===== config.mk =====
export PLATFORM = sky130hd
export DESIGN_NAME = ndr_ctrl
export DESIGN_NICKNAME = d
export VERILOG_FILES = /design/src/rtl/ndr_pkg.sv /design/src/rtl/ndr_tick.sv /design/src/rtl/ndr_sync2.sv /design/src/rtl/ndr_step_sel.sv /design/src/rtl/ndr_ctrl.sv
export SDC_FILE = /design/constraint.sdc
export NUM_CORES = 1
export LEC_CHECK = 0
export ABC_AREA = 1
export BUFFER_PORTS_ARGS = -buffer_cell sky130_fd_sc_hd__buf_2
export CORE_MARGIN = 5
export CORE_UTILIZATION = 35
export CTS_BUF_LIST = sky130_fd_sc_hd__clkbuf_8 sky130_fd_sc_hd__clkbuf_16
export DETAILED_ROUTE_END_ITERATION = 10
export SKIP_CTS_REPAIR_TIMING = 1
export SLEW_MARGIN = 20
export SYNTH_ARGS = -nofsm -noshare
export SYNTH_HDL_FRONTEND = slang
export SYNTH_SLANG_ARGS = --single-unit

===== constraint.sdc =====
create_clock -name clk -period 7.8 [get_ports clk]
set_clock_uncertainty 0.2 [all_clocks]
set_input_delay 0.78 -clock clk [delete_from_list [all_inputs] [get_ports clk]]
set_output_delay 0.78 -clock clk [all_outputs]
set_load 0.05 [all_outputs]

===== src/rtl/ndr_pkg.sv =====
package ndr_pkg;

    typedef enum logic [2:0] {
        S_IDLE,
        S_CHECK,
        S_STEP,
        S_SLOW,
        S_LOADN,
        S_RAMP,
        S_FIN
    } ndr_state_e;

    localparam int NUM_RATES = 5;

    // supported comparison frequencies in kHz
    function automatic int unsigned rate_khz(input int idx);
        case (idx)
            0:       return 32'd12000;
            1:       return 32'd12800;
            2:       return 32'd13000;
            3:       return 32'd19200;
            default: return 32'd38400;
        endcase
    endfunction

    function automatic int unsigned rate_step_a(input int idx);
        case (idx)
            0, 1, 2: return 32'h2B;
            3:       return 32'h12;
            default: return 32'h04;
        endcase
    endfunction

    function automatic int unsigned rate_step_b(input int idx);
        case (idx)
            0, 1, 2: return 32'h0B;
            3:       return 32'h08;
            default: return 32'h05;
        endcase
    endfunction

endpackage


===== src/rtl/ndr_tick.sv =====
module ndr_tick #(
    parameter int TICK_DIV = 100
) (
    input  logic clk,
    input  logic rst_n,
    input  logic clr,
    output logic tick
);
    localparam int CW = (TICK_DIV > 2) ? $clog2(TICK_DIV) : 1;
    localparam logic [CW-1:0] LAST = CW'(TICK_DIV - 1);

    logic [CW-1:0] cnt_q;

    always_ff @(posedge clk or negedge rst_n) begin
        if (!rst_n) begin
            cnt_q <= '0;
        end else if (clr || cnt_q == LAST) begin
            cnt_q <= '0;
        end else begin
            cnt_q <= cnt_q + 1'b1;
        end
    end

    assign tick = (cnt_q == LAST);
endmodule


===== src/rtl/ndr_sync2.sv =====
module ndr_sync2 (
    input  logic clk,
    input  logic rst_n,
    input  logic d,
    output logic q
);
    logic meta_q;
    logic hold_q;

    always_ff @(posedge clk or negedge rst_n) begin
        if (!rst_n) begin
            meta_q <= 1'b0;
            hold_q <= 1'b0;
        end else begin
            meta_q <= d;
            hold_q <= meta_q;
        end
    end

    assign q = hold_q;
endmodule


===== src/rtl/ndr_step_sel.sv =====
module ndr_step_sel
    import ndr_pkg::*;
#(
    parameter int REF_W  = 20,
    parameter int M_W    = 8,
    parameter int STEP_W = 8
) (
    input  logic [REF_W-1:0]  ref_khz,
    input  logic [M_W-1:0]    m_div,
    output logic [STEP_W-1:0] sel_a,
    output logic [STEP_W-1:0] sel_b,
    output logic              sel_valid
);
    localparam int PW = REF_W + M_W + 1;

    logic [NUM_RATES-1:0] hit;
    logic [STEP_W-1:0]    a_v [NUM_RATES];
    logic [STEP_W-1:0]    b_v [NUM_RATES];
    logic [PW-1:0]        ref_x;
    logic [PW-1:0]        m_x;

    assign ref_x = PW'(ref_khz);
    assign m_x   = PW'(m_div);

    // truncating ref/m equals F exactly when F*m <= ref < F*m + m
    for (genvar g = 0; g < NUM_RATES; g++) begin : g_rate
        localparam logic [PW-1:0]     RK = PW'(rate_khz(g));
        localparam logic [STEP_W-1:0] RA = STEP_W'(rate_step_a(g));
        localparam logic [STEP_W-1:0] RB = STEP_W'(rate_step_b(g));
        logic [PW-1:0] lo;
        assign lo     = RK * m_x;
        assign hit[g] = (m_div != '0) && (ref_x >= lo) && (ref_x < lo + m_x);
        assign a_v[g] = RA;
        assign b_v[g] = RB;
    end

    always_comb begin
        sel_a = '0;
        sel_b = '0;
        for (int i = 0; i < NUM_RATES; i++) begin
            if (hit[i]) begin
                sel_a = sel_a | a_v[i];
                sel_b = sel_b | b_v[i];
            end
        end
    end

    assign sel_valid = |hit;
endmodule


===== src/rtl/ndr_ctrl.sv =====
module ndr_ctrl
    import ndr_pkg::*;
#(
    parameter int N_W      = 8,
    parameter int M_W      = 8,
    parameter int REF_W    = 20,
    parameter int STEP_W   = 8,
    parameter int TICK_DIV = 100,
    parameter int POLL_MAX = 500
) (
    input  logic              clk,
    input  logic              rst_n,
    input  logic              start,
    input  logic [N_W-1:0]    n_req,
    input  logic [N_W-1:0]    n_cur,
    input  logic [M_W-1:0]    m_cur,
    input  logic [REF_W-1:0]  ref_khz,
    input  logic              ramp_done_raw,
    output logic [STEP_W-1:0] step_a,
    output logic [STEP_W-1:0] step_b,
    output logic              slow_en,
    output logic              ramp_en,
    output logic [N_W-1:0]    n_out,
    output logic              busy,
    output logic              done,
    output logic              err_freq,
    output logic              err_tmo
);
    localparam int PCW = $clog2(POLL_MAX + 1);
    localparam logic [PCW-1:0] POLL_LAST = PCW'(POLL_MAX - 1);

    ndr_state_e state_q, state_d;

    logic              tick;
    logic              tick_clr;
    logic              done_s;
    logic [N_W-1:0]    n_tgt_q;
    logic [M_W-1:0]    m_q;
    logic [REF_W-1:0]  ref_q;
    logic [PCW-1:0]    poll_q;
    logic [STEP_W-1:0] sel_a, sel_b;
    logic              sel_valid;
    logic              last_poll;

    ndr_tick #(.TICK_DIV(TICK_DIV)) u_tick (
        .clk   (clk),
        .rst_n (rst_n),
        .clr   (tick_clr),
        .tick  (tick)
    );

    ndr_sync2 u_sync (
        .clk   (clk),
        .rst_n (rst_n),
        .d     (ramp_done_raw),
        .q     (done_s)
    );

    ndr_step_sel #(.REF_W(REF_W), .M_W(M_W), .STEP_W(STEP_W)) u_sel (
        .ref_khz   (ref_q),
        .m_div     (m_q),
        .sel_a     (sel_a),
        .sel_b     (sel_b),
        .sel_valid (sel_valid)
    );

    assign last_poll = (poll_q == POLL_LAST);

    // next-state logic
    always_comb begin
        state_d = state_q;
        unique case (state_q)
            S_IDLE:  if (start) state_d = (n_req == n_cur) ? S_FIN : S_CHECK;
            S_CHECK: state_d = sel_valid ? S_STEP : S_FIN;
            S_STEP:  state_d = S_SLOW;
            S_SLOW:  if (tick) state_d = S_LOADN;
            S_LOADN: if (tick) state_d = S_RAMP;
            S_RAMP:  if (tick && (done_s || last_poll)) state_d = S_FIN;
            S_FIN:   state_d = S_IDLE;
            default: state_d = S_IDLE;
        endcase
    end

    // every timed state starts a full microsecond
    assign tick_clr = (state_d != state_q) &&
                      (state_d inside {S_SLOW, S_LOADN, S_RAMP});

    // state register
    always_ff @(posedge clk or negedge rst_n) begin
        if (!rst_n) state_q <= S_IDLE;
        else        state_q <= state_d;
    end

    // output and datapath registers
    always_ff @(posedge clk or negedge rst_n) begin
        if (!rst_n) begin
            step_a   <= '0;
            step_b   <= '0;
            slow_en  <= 1'b0;
            ramp_en  <= 1'b0;
            n_out    <= '0;
            done     <= 1'b0;
            err_freq <= 1'b0;
            err_tmo  <= 1'b0;
            n_tgt_q  <= '0;
            m_q      <= '0;
            ref_q    <= '0;
            poll_q   <= '0;
        end else begin
            done     <= 1'b0;
            err_freq <= 1'b0;
            err_tmo  <= 1'b0;
            if (state_q == S_IDLE && start) begin
                n_tgt_q <= n_req;
                m_q     <= m_cur;
                ref_q   <= ref_khz;
            end
            if (state_q == S_CHECK && sel_valid) begin
                step_a <= sel_a;
                step_b <= sel_b;
            end
            if (state_q == S_STEP) begin
                slow_en <= 1'b1;
            end
            if (state_q == S_SLOW && tick) begin
                n_out <= n_tgt_q;
            end
            if (state_q == S_LOADN && tick) begin
                ramp_en <= 1'b1;
                poll_q  <= '0;
            end
            if (state_q == S_RAMP && tick) begin
                poll_q <= poll_q + 1'b1;
            end
            if (state_d == S_FIN && state_q != S_FIN) begin
                done     <= 1'b1;
                slow_en  <= 1'b0;
                ramp_en  <= 1'b0;
                err_freq <= (state_q == S_CHECK);
                err_tmo  <= (state_q == S_RAMP) && !done_s;
            end
        end
    end

    assign busy = (state_q != S_IDLE);
endmodule


==> results.sh <==
export IMPL_arrival_ns=6.87
export IMPL_die_area_sq_um=36400
export IMPL_tritoncts="built"
export IMPL_worstPathRequired_ns=7.83
export IMPL_post_drt_wl_per_cell_um=15.1
export IMPL_io_pin_count=78
export IMPL_yosys_register_bits=75
export IMPL_reg2regPathDepth=32
export IMPL_drt_wl_total_mm=31.5
export IMPL_synth_common_cells="nand2_1, inv_1, ha_1, nor2_1, a21oi_1"
export IMPL_hold_violations=0
export IMPL_die_x_um=191
export IMPL_path_common_cell="nand2_1"
export IMPL_fillers=3392
export IMPL_port_buffers=71
export IMPL_hp_class="flop to flop"
export IMPL_drv_slew=0
export IMPL_fin_crit_ns=6.84
export IMPL_ys_types=47
export IMPL_drt_iter0_markers=649
export IMPL_yosysTopAreaCell="ha_1"
export IMPL_cts_root_buf="clkbuf_16"
export IMPL_path_clk_slew_ns=0.07
export IMPL_fmax_mhz=146
export IMPL_synth_async_reset_ratio=1.00
export IMPL_grt_setup_unrepaired="no"
export IMPL_avgSynthCellArea_sq_um=7.33
export IMPL_outcome="finished, final reports clean"
export IMPL_fin_crit_sh=0.877
export IMPL_ff2ff_setup_slack_ns=0.96
export IMPL_firstDrtPassIters=5
export IMPL_setup_tns_ns=0
export IMPL_drcViolationCount=0
export IMPL_synth_edf_count=0
export IMPL_die_h_um=191
export IMPL_via_per_inst=4.89
export IMPL_critical_path_endpoint="u_tick.cnt_q[4]"
export IMPL_num_rows=66
export IMPL_multi_input_area_sq_um=8320
export IMPL_critPathMaxStageDelay_ns=0.70
export IMPL_clk_latency_ns=0.34
export IMPL_grt_pass1_vias=10200
export IMPL_crit_fanout=12
export IMPL_cts_htree_levels=3
export IMPL_n_antenna_cell=0
export IMPL_synthFlopType="dfrtp_1"
export IMPL_ant_nets=0
export IMPL_r2r_start="m_q[6]"
export IMPL_antenna_found_initial=0
export IMPL_clkSinkCount=75
export IMPL_place_gp_congestion=0.899
export IMPL_ys_warn_count=0
export IMPL_synth_top_area_share=0.266
export IMPL_start_kind="flop"
export IMPL_fin_ws_ns=0.962
export IMPL_crit_path_end_kind="flop"
export IMPL_grt_max_degree=76
export IMPL_area_growth_pct=10.7
export IMPL_vias=10200
export IMPL_cpMaxStageDelayCell="dfrtp_1"
export IMPL_r2r_end="u_tick.cnt_q[4]"
export IMPL_crit_type="flop to flop"
export IMPL_gr_usage_all_layers=0.177
export IMPL_final_seq_area_sq_um=1880
export IMPL_clock_path_buffers=2
export IMPL_setup_worst_path_start="m_q[6]"
export IMPL_pre_cts_slack_ns=0.942
export IMPL_tightestPinTransition_ns=0.967
export IMPL_synthTopCellsByArea="ha_1, dfrtp_1, nand2_1, inv_1, fa_1"
export IMPL_relSlewSlack=0.355
export IMPL_cts_buffers=9
export IMPL_yosysMostFrequentCell="nand2_1"
export IMPL_finalSetupViolCount=0
export IMPL_drive_gt1_frac=0.0779
export IMPL_final_nets=1983
export IMPL_overflow=0
export IMPL_core_area_sq_um=32400
export IMPL_drv_cap=0
export IMPL_syn_area_sq_um=11400
export IMPL_synth_cells=1559
export IMPL_seq_area_frac_synth=0.164
export IMPL_grt_pass1_wl_mm=51.8
export IMPL_start_util=0.353
export IMPL_dpl_hpwl_mm=26.5
## worst min path at each step
stage	startpoint	endpoint	slack [ns]	depth (start not counted)
global placement	u_sync.meta_q	u_sync.q	0.13	0
CTS	u_sync.meta_q	u_sync.q	0.17	0
global route	u_sync.meta_q	u_sync.q	0.17	0
floorplan	u_sync.meta_q	u_sync.q	0.13	0
finish	u_sync.meta_q	u_sync.q	0.17	0
detailed placement	u_sync.meta_q	u_sync.q	0.15	0
## metrics by stage
| step | hold slack [ns] | instances | instance area (sq um) | util |
|---|---|---|---|---|
| 4_1_cts | 0.165 | 2086 | 12700 | 0.391 |
| 3_5_place_dp | 0.150 | 2070 | 12400 | 0.382 |
| 6_report | 0.165 | 2086 | 12700 | 0.391 |
| 2_1_floorplan | 0.131 | 1564 | 11500 | - |
| 5_1_grt | 0.168 | 2086 | 12700 | 0.391 |
| 3_3_place_gp | 0.132 | 2070 | 12400 | 0.382 |
## sequential cells by signal, summed over array words and instances, names as in the netlist
| signal | cells |
|---|---|
| step_b | 2 |
| n_out | 8 |
| step_a | 3 |
| ref_q | 20 |
| poll_q | 9 |
| u_tick.cnt_q | 7 |
| u_sync.meta_q | 1 |
| done | 1 |
| state_q | 3 |
| n_tgt_q | 8 |
| m_q | 8 |
| ramp_en | 1 |
| slow_en | 1 |
| err_tmo | 1 |
| u_sync.q | 1 |
| err_freq | 1 |
## routing by layer
layer / vias up / GRT usage / share of wire
met5: - / 0 / 0
met2: 197 / 0.285 / 0.44
met4: 0 / 0.0470 / 0.022
met1: 4776 / 0.252 / 0.50
li1: 5193 / - / -
met3: 33 / 0.0189 / 0.041
## cells in the final DEF, fill, tap and decap left out, types with 8 or more instances in the layout
cell type,count
a21o_1,10
buf_4,14
nor2_2,8
nand2_1,368
xnor2_1,13
nand3_1,74
dfrtp_1,75
nand4_1,33
fa_1,53
buf_2,70
inv_1,300
xor2_1,40
a21oi_1,83
nor3_1,24
o21ai_0,60
nor2_1,87
ha_1,243
o22ai_1,8
clkbuf_16,9
## cells by family (layout without fill, tap and decap cells)
kind of cell    Yosys count  count (layout)  synth area share
other cells               1               6          0.000328
fa+ha+maj               296             296             0.359
compound gates          185             185            0.0899
buf+inv                 324             404             0.110
mux                       1               1          0.000985
xor+xnor                 54              54            0.0420
simple gates            623             623             0.234
flops                    75              75             0.164
## critical path: cells and delay by family, from the launching register on
| family | cells | cell delay [ns] |
|---|---|---|
| adders and majority gates | 6 | 2.75 |
| buffers and inverters | 4 | 0.53 |
| and+or+nand+nor | 18 | 1.62 |
| xor gates and xnor gates | 2 | 0.54 |
| AOI/OAI and AO/OA | 2 | 0.41 |
| DFF | 1 | 0.70 |
## final cells by class
cell class	instances	share of cell area
tap	442	0.0437
multi-input combinational	1165	0.658
clock buffer	9	0.0178
timing repair buffer	84	0.0360
inverter	304	0.0901
sequential	75	0.148
clock inverter	7	0.00652
Power is left out: the tool's default activity adds up to more than one toggle a clock period on the data nets, which glitch-free logic cannot reach.
